===== config.mk =====
export PLATFORM = sky130hd
export DESIGN_NAME = ycd_demux
export DESIGN_NICKNAME = d
export VERILOG_FILES = /design/src/rtl/ycd_pkg.sv /design/src/rtl/ycd_phase.sv /design/src/rtl/ycd_classify.sv /design/src/rtl/ycd_range.sv /design/src/rtl/ycd_demux.sv
export SDC_FILE = /design/constraint.sdc
export NUM_CORES = 1
export LEC_CHECK = 0
export BUFFER_PORTS_ARGS = -buffer_cell sky130_fd_sc_hd__buf_2
export CAP_MARGIN = 20
export CORE_MARGIN = 2
export CORE_UTILIZATION = 40
export DETAILED_ROUTE_END_ITERATION = 7
export MAX_ROUTING_LAYER = met4
export PLACE_DENSITY = 0.69
export SLEW_MARGIN = 20
export SYNTH_ARGS = -nofsm -noshare
export SYNTH_HDL_FRONTEND = slang
export SYNTH_HIERARCHICAL = 1
export SYNTH_SLANG_ARGS = --single-unit

===== constraint.sdc =====
create_clock -name clk_i -period 2.9 [get_ports clk_i]
set_clock_uncertainty 0.05 [all_clocks]
set_input_delay 0.58 -clock clk_i [delete_from_list [all_inputs] [get_ports clk_i]]
set_output_delay 0.58 -clock clk_i [all_outputs]
set_load 0.01 [all_outputs]

===== src/rtl/ycd_pkg.sv =====
package ycd_pkg;
  typedef enum logic [1:0] {
    KIND_Y  = 2'd0,
    KIND_CB = 2'd1,
    KIND_CR = 2'd2
  } byte_kind_e;

  localparam int unsigned GROUP_LEN = 4;
  localparam int unsigned PHASE_W   = $clog2(GROUP_LEN);
endpackage


===== src/rtl/ycd_phase.sv =====
module ycd_phase
  import ycd_pkg::*;
(
  input  logic               clk_i,
  input  logic               rst_ni,
  input  logic               hsync_ni,
  output logic [PHASE_W-1:0] phase_o,
  output logic               anchor_o
);
  logic               hs_q;
  logic [PHASE_W-1:0] cnt_q;

  assign anchor_o = hs_q & ~hsync_ni;
  assign phase_o  = anchor_o ? '0 : cnt_q;

  always_ff @(posedge clk_i or negedge rst_ni) begin
    if (!rst_ni) begin
      hs_q  <= 1'b1;
      cnt_q <= '0;
    end else begin
      hs_q  <= hsync_ni;
      cnt_q <= phase_o + 1'b1;
    end
  end
endmodule


===== src/rtl/ycd_classify.sv =====
module ycd_classify
  import ycd_pkg::*;
(
  input  logic [PHASE_W-1:0] phase_i,
  input  logic               chroma_first_i,
  input  logic               cr_first_i,
  output byte_kind_e         kind_o,
  output logic               slot_o
);
  logic is_y;
  logic is_cr;

  // even phases are luma unless chroma leads; phase MSB picks first/second chroma
  assign is_y   = (phase_i[0] == chroma_first_i);
  assign slot_o = phase_i[PHASE_W-1];
  assign is_cr  = slot_o ^ cr_first_i;

  always_comb begin
    if (is_y)       kind_o = KIND_Y;
    else if (is_cr) kind_o = KIND_CR;
    else            kind_o = KIND_CB;
  end
endmodule


===== src/rtl/ycd_range.sv =====
module ycd_range
  import ycd_pkg::*;
#(
  parameter int unsigned BYTE_W     = 8,
  parameter int unsigned LUMA_MIN   = 16,
  parameter int unsigned LUMA_MAX   = 235,
  parameter int unsigned CHROMA_MIN = 16,
  parameter int unsigned CHROMA_MAX = 240
) (
  input  logic [BYTE_W-1:0] data_i,
  input  byte_kind_e        kind_i,
  output logic              bad_o
);
  localparam logic [BYTE_W-1:0] LoY = BYTE_W'(LUMA_MIN);
  localparam logic [BYTE_W-1:0] HiY = BYTE_W'(LUMA_MAX);
  localparam logic [BYTE_W-1:0] LoC = BYTE_W'(CHROMA_MIN);
  localparam logic [BYTE_W-1:0] HiC = BYTE_W'(CHROMA_MAX);

  logic lo;
  logic hi;

  always_comb begin
    if (kind_i == KIND_Y) begin
      lo = data_i < LoY;
      hi = data_i > HiY;
    end else begin
      lo = data_i < LoC;
      hi = data_i > HiC;
    end
    bad_o = lo | hi;
  end
endmodule


===== src/rtl/ycd_demux.sv =====
module ycd_demux
  import ycd_pkg::*;
#(
  parameter int unsigned BYTE_W     = 8,
  parameter int unsigned LUMA_MIN   = 16,
  parameter int unsigned LUMA_MAX   = 235,
  parameter int unsigned CHROMA_MIN = 16,
  parameter int unsigned CHROMA_MAX = 240,
  parameter int unsigned Y_BLACK    = 16,
  parameter int unsigned C_ZERO     = 128
) (
  input  logic              clk_i,
  input  logic              rst_ni,
  input  logic              hsync_ni,
  input  logic              chroma_first_i,
  input  logic              cr_first_i,
  input  logic [BYTE_W-1:0] data_i,
  output logic [BYTE_W-1:0] y_o,
  output logic [BYTE_W-1:0] cb_o,
  output logic [BYTE_W-1:0] cr_o,
  output logic              valid_o,
  output logic              err_o
);
  localparam logic [BYTE_W-1:0] YBlk  = BYTE_W'(Y_BLACK);
  localparam logic [BYTE_W-1:0] CZero = BYTE_W'(C_ZERO);

  logic [PHASE_W-1:0] phase;
  logic               anchor;
  byte_kind_e         kind;
  logic               slot;
  logic               bad;
  logic               byte_is_y;
  logic               pair_first;
  logic               pair_last;

  logic [BYTE_W-1:0] y_q, cb_q, cr_q, c0_q;
  logic              valid_q, err_q;

  ycd_phase u_phase (
    .clk_i   (clk_i),
    .rst_ni  (rst_ni),
    .hsync_ni(hsync_ni),
    .phase_o (phase),
    .anchor_o(anchor)
  );

  ycd_classify u_cls (
    .phase_i       (phase),
    .chroma_first_i(chroma_first_i),
    .cr_first_i    (cr_first_i),
    .kind_o        (kind),
    .slot_o        (slot)
  );

  ycd_range #(
    .BYTE_W    (BYTE_W),
    .LUMA_MIN  (LUMA_MIN),
    .LUMA_MAX  (LUMA_MAX),
    .CHROMA_MIN(CHROMA_MIN),
    .CHROMA_MAX(CHROMA_MAX)
  ) u_rng (
    .data_i(data_i),
    .kind_i(kind),
    .bad_o (bad)
  );

  assign byte_is_y  = (kind == KIND_Y);
  assign pair_first = ~byte_is_y & ~slot;
  assign pair_last  = ~byte_is_y & slot;

  always_ff @(posedge clk_i or negedge rst_ni) begin
    if (!rst_ni) begin
      y_q     <= YBlk;
      cb_q    <= CZero;
      cr_q    <= CZero;
      c0_q    <= CZero;
      valid_q <= 1'b0;
      err_q   <= 1'b0;
    end else begin
      valid_q <= byte_is_y;
      err_q   <= bad;
      if (byte_is_y)  y_q  <= data_i;
      if (pair_first) c0_q <= data_i;
      // load both lanes at once so the pair never mixes groups
      if (pair_last) begin
        if (kind == KIND_CB) begin
          cb_q <= data_i;
          cr_q <= c0_q;
        end else begin
          cr_q <= data_i;
          cb_q <= c0_q;
        end
      end
    end
  end

  assign y_o     = y_q;
  assign cb_o    = cb_q;
  assign cr_o    = cr_q;
  assign valid_o = valid_q;
  assign err_o   = err_q;
endmodule


==> reports/summary.log <==
INFO  setup_path     timing.setup.critical_path_class=register to register
INFO  timing         setup-tns-final=0ps
INFO  global_routing grt_max_degree=38
INFO  setup_path     nature_of_the_critical_path_endpoint=register
INFO  pwr            power.switching=759uW
INFO  timing         report.final.setup_viol=0
INFO  place          placed_instance_count=246
INFO  place          detailed_place_hpwl=2.37mm
INFO  finish         finish.cell_count_without_fillers=254
INFO  yosys          synth_simple_gate_area_share=27.7%
INFO  hold_path      worst_hold_path_type=input pin to asynchronous set/reset pin
INFO  pwr            power.share.sequential=43.0%
INFO  yosys          synth-compound-area-share=7.77%
INFO  timing         timing.max_slew.rel_slack=45.6%
INFO  finish         nNetsFinal=216
INFO  yosys          postSynth.asyncResetShare=100%
INFO  finish         final.fill_count=405
INFO  clock_network  cts_hold_buffers=0
INFO  yosys          syn_nets=179
INFO  place          gp_congestion=0.747
INFO  floorplanning  rows=23
INFO  detailed_routing drt-pass1-iter-count=4
INFO  yosys          netlist-cell-type-count=29
INFO  global_routing initial_antenna_violation_count=0
INFO  finish         seqCellArea=932squm
INFO  clock_network  clkTransAtPathRegs=70ps
INFO  yosys          yosys_most_used_dff=sky130_fd_sc_hd__dfrtp_1
INFO  yosys          main_combinational_cell_family_by_area_after_synthesis=simple AND/OR/NAND/NOR gates
INFO  finish         antenna_cells_inserted=0
INFO  clock_network  numCtsBuffers=5
INFO  detailed_routing routed_wl=3.52mm
INFO  yosys          synthesis.area=1720squm
INFO  finish         area.growth.synth_to_final=16.9%
INFO  clock_network  clock-root-buffer=sky130_fd_sc_hd__clkbuf_8
INFO  clock_network  post_cts.resized_instances=0
INFO  global_routing all_layer_global_routing_usage=16.0%
INFO  yosys          synth.mux.area_fraction=5.23%
INFO  yosys          yosys.area.top_type_share=46.5%
INFO  pwr            design_power_total=2070uW
INFO  yosys          synth_area_leaders=sky130_fd_sc_hd__dfrtp_1, sky130_fd_sc_hd__and3b_2, sky130_fd_sc_hd__dfstp_2
INFO  finish         layout.cell_area.non_filler=2010squm
INFO  pwr            p_int=1310uW
INFO  finish         area_of_the_multi_input_gates=727squm
INFO  finish         final_cell_mix=sky130_fd_sc_hd__buf_2, sky130_fd_sc_hd__dfrtp_1, sky130_fd_sc_hd__nand2_1
INFO  global_routing grt_overflow=0
INFO  clock_network  tritoncts_clock_tree=done
INFO  timing         setup_repair_after_global_routing_missed_its_margin=no
INFO  timing         slew_viol_final=0
INFO  setup_path     worstSetupStartpointType=register
INFO  yosys          yosysSeqAreaShare=54.1%
INFO  place          preCtsSetupSlack=421ps
INFO  floorplanning  die_area=4850squm
INFO  pwr            switching_share=36.7%
INFO  yosys          synth_seq_cells=37
INFO  timing         worst_pin_slew=816ps
INFO  floorplanning  chipWidth=69.6microns
INFO  clock_network  cts_sinks=37
INFO  place          buffer_ports.inserted=38
INFO  detailed_routing route.vias.total=1311
INFO  detailed_routing antenna_violating_nets_post_route=0
INFO  clock_network  cts_setup_buffers=0
INFO  floorplanning  design.core.area=4090squm
INFO  place          detailed_place.area=1930squm
INFO  global_routing number_of_global_route_vias_before_repair=1187
INFO  timing         fmax=447MHz
INFO  timing         post-route-worst-setup-slack=663ps
INFO  detailed_routing drcViolationCount=0
INFO  finish         post_route_cells_drive_above_1_share=38.2%
INFO  yosys          number_of_enable_flip_flop_cells_after_synthesis=0
INFO  floorplanning  initial_core_util=42.2%
INFO  flow_run       timing.max_cap.violations=0
INFO  yosys          synth_fa_ha_area_share=0%
INFO  clock_network  max_clock_buf_depth=2
INFO  setup_path     worstPathRequired=3030ps
INFO  detailed_routing drt_iter0_drc=70
INFO  yosys          yosysWarnings=6
INFO  pwr            power_density=1030nW/um^2
INFO  clock_network  h-tree-depth=2
INFO  status         run_status=finished clean
INFO  yosys          synthesis.area_per_instance=10.4squm
INFO  pwr            static-leakage-power=0.00101uW
INFO  pwr            power_frac_clock=16.6%
INFO  global_routing grt_first_pass_wirelength=6.04mm
INFO  timing         min_period_over_period=77.1%
INFO  setup_path     cp_max_fo=25
INFO  finish         layout_commonest_cell=sky130_fd_sc_hd__buf_2
INFO  timing         hold_violations=0
INFO  yosys          cell_count_after_synthesis=166
INFO  detailed_routing wire_per_inst=13.8microns
INFO  floorplanning  die-height=69.6microns
INFO  pwr            peakVddDrop=0.421mV
INFO  pwr            p_comb_share=40.4%
INFO  detailed_routing post_drt_via_cell_ratio=5.16
INFO  clock_network  clkLatencyLatePin=290ps
INFO  yosys          synth_xor_area_share=1.53%
INFO  yosys          synth_top_cell_by_area=sky130_fd_sc_hd__dfrtp_1
INFO  timing         final.min_clock_period=2240ps
INFO  setup_path     worst_ep_arrival_time=2360ps
INFO  floorplanning  top_level_ports=39
-- cells by family (layout without fill, tap and decap cells) --
group	after synthesis	after routing
AND/OR/NAND/NOR	86	86
buffers and inverters	12	50
flip-flops	37	37
AO/OA/AOI/OAI	20	20
multiplexers	8	8
XOR/XNOR	3	3
-- state kept, by name (all words and copies together) (netlist names) --
register / flops
c0_q: 8
u_phase/cnt_q: 2
err_o: 1
u_phase/hs_q: 1
valid_o: 1
cr_o: 8
cb_o: 8
y_o: 8
-- layer usage --
layer,part of all wire (%),global-route usage (%)
met1,51,23.4
met2,41,21.3
met3,6.8,4.36
met4,1.5,5.77
met5,0,-
-- synthesized netlist by cell type (2+ instances only) --
master,n
sky130_fd_sc_hd__nor3_1,16
sky130_fd_sc_hd__buf_4,2
sky130_fd_sc_hd__nor2_1,18
sky130_fd_sc_hd__nand2_1,26
sky130_fd_sc_hd__and3b_2,16
sky130_fd_sc_hd__and2_1,2
sky130_fd_sc_hd__clkbuf_1,4
sky130_fd_sc_hd__xnor2_1,2
sky130_fd_sc_hd__o22ai_1,16
sky130_fd_sc_hd__dfrtp_1,32
sky130_fd_sc_hd__dfstp_2,5
sky130_fd_sc_hd__buf_2,3
sky130_fd_sc_hd__mux2_2,8
-- worst paths after layout --
| check | cells past startpoint | endpoint | slack [ps] | from |
|---|---|---|---|---|
| worst max-delay path | 9 | y_o[1]$_DFFE_PN0N_ | 660 | u_phase/hs_q$_DFF_PN1_ |
| worst min-delay path | 1 | cb_o[2]$_DFFE_PN0P_ | 330 | rst_ni |
| worst max register to register | 9 | y_o[1]$_DFFE_PN0N_ | 660 | u_phase/hs_q$_DFF_PN1_ |
| worst min register to register | 2 | y_o[4]$_DFFE_PN1N_ | 420 | y_o[4]$_DFFE_PN1N_ |
| max in group asynchronous | 1 | c0_q[5]$_DFFE_PN0P_ | 1950 | rst_ni |
| min in group clk_i | 1 | u_phase/hs_q$_DFF_PN1_ | 350 | hsync_ni |
-- power by group through the flow --
stage,registers (uW),clock network (uW),logic [uW]
4_1_cts,892,351,848
5_1_grt,927,376,923
3_3_place_gp,897,0,826
6_report,890,343,835
3_5_place_dp,898,0,847
2_1_floorplan,951,0,536
-- worst max-delay path, stage by stage, from the launching register on --
cell and delay (ps):
sky130_fd_sc_hd__dfstp_2 540, sky130_fd_sc_hd__nand2b_4 60, sky130_fd_sc_hd__and2_1 170, sky130_fd_sc_hd__xor2_1 170
sky130_fd_sc_hd__nor2b_1 240, sky130_fd_sc_hd__or2_1 150, sky130_fd_sc_hd__buf_4 280, sky130_fd_sc_hd__clkinv_1 270
sky130_fd_sc_hd__nand2_1 130, sky130_fd_sc_hd__nand2_1 60
-- area by class of cell --
cell class,count,area share (%)
clock buffer,8,3.98
sequential,37,46.3
timing repair buffer,40,10.2
multi-input combinational,117,36.1
inverter,2,0.373
tap,50,3.11
-- per-stage QoR --
stage / utilization [%] / hold slack (ps)
floorplan: - / 234
global placement: 47.3 / 401
detailed placement: 47.3 / 407
CTS: 49.3 / 339
global route: 49.3 / 335
finish: 49.3 / 331
No activity file was read; power rests on OpenSTA's default activity.
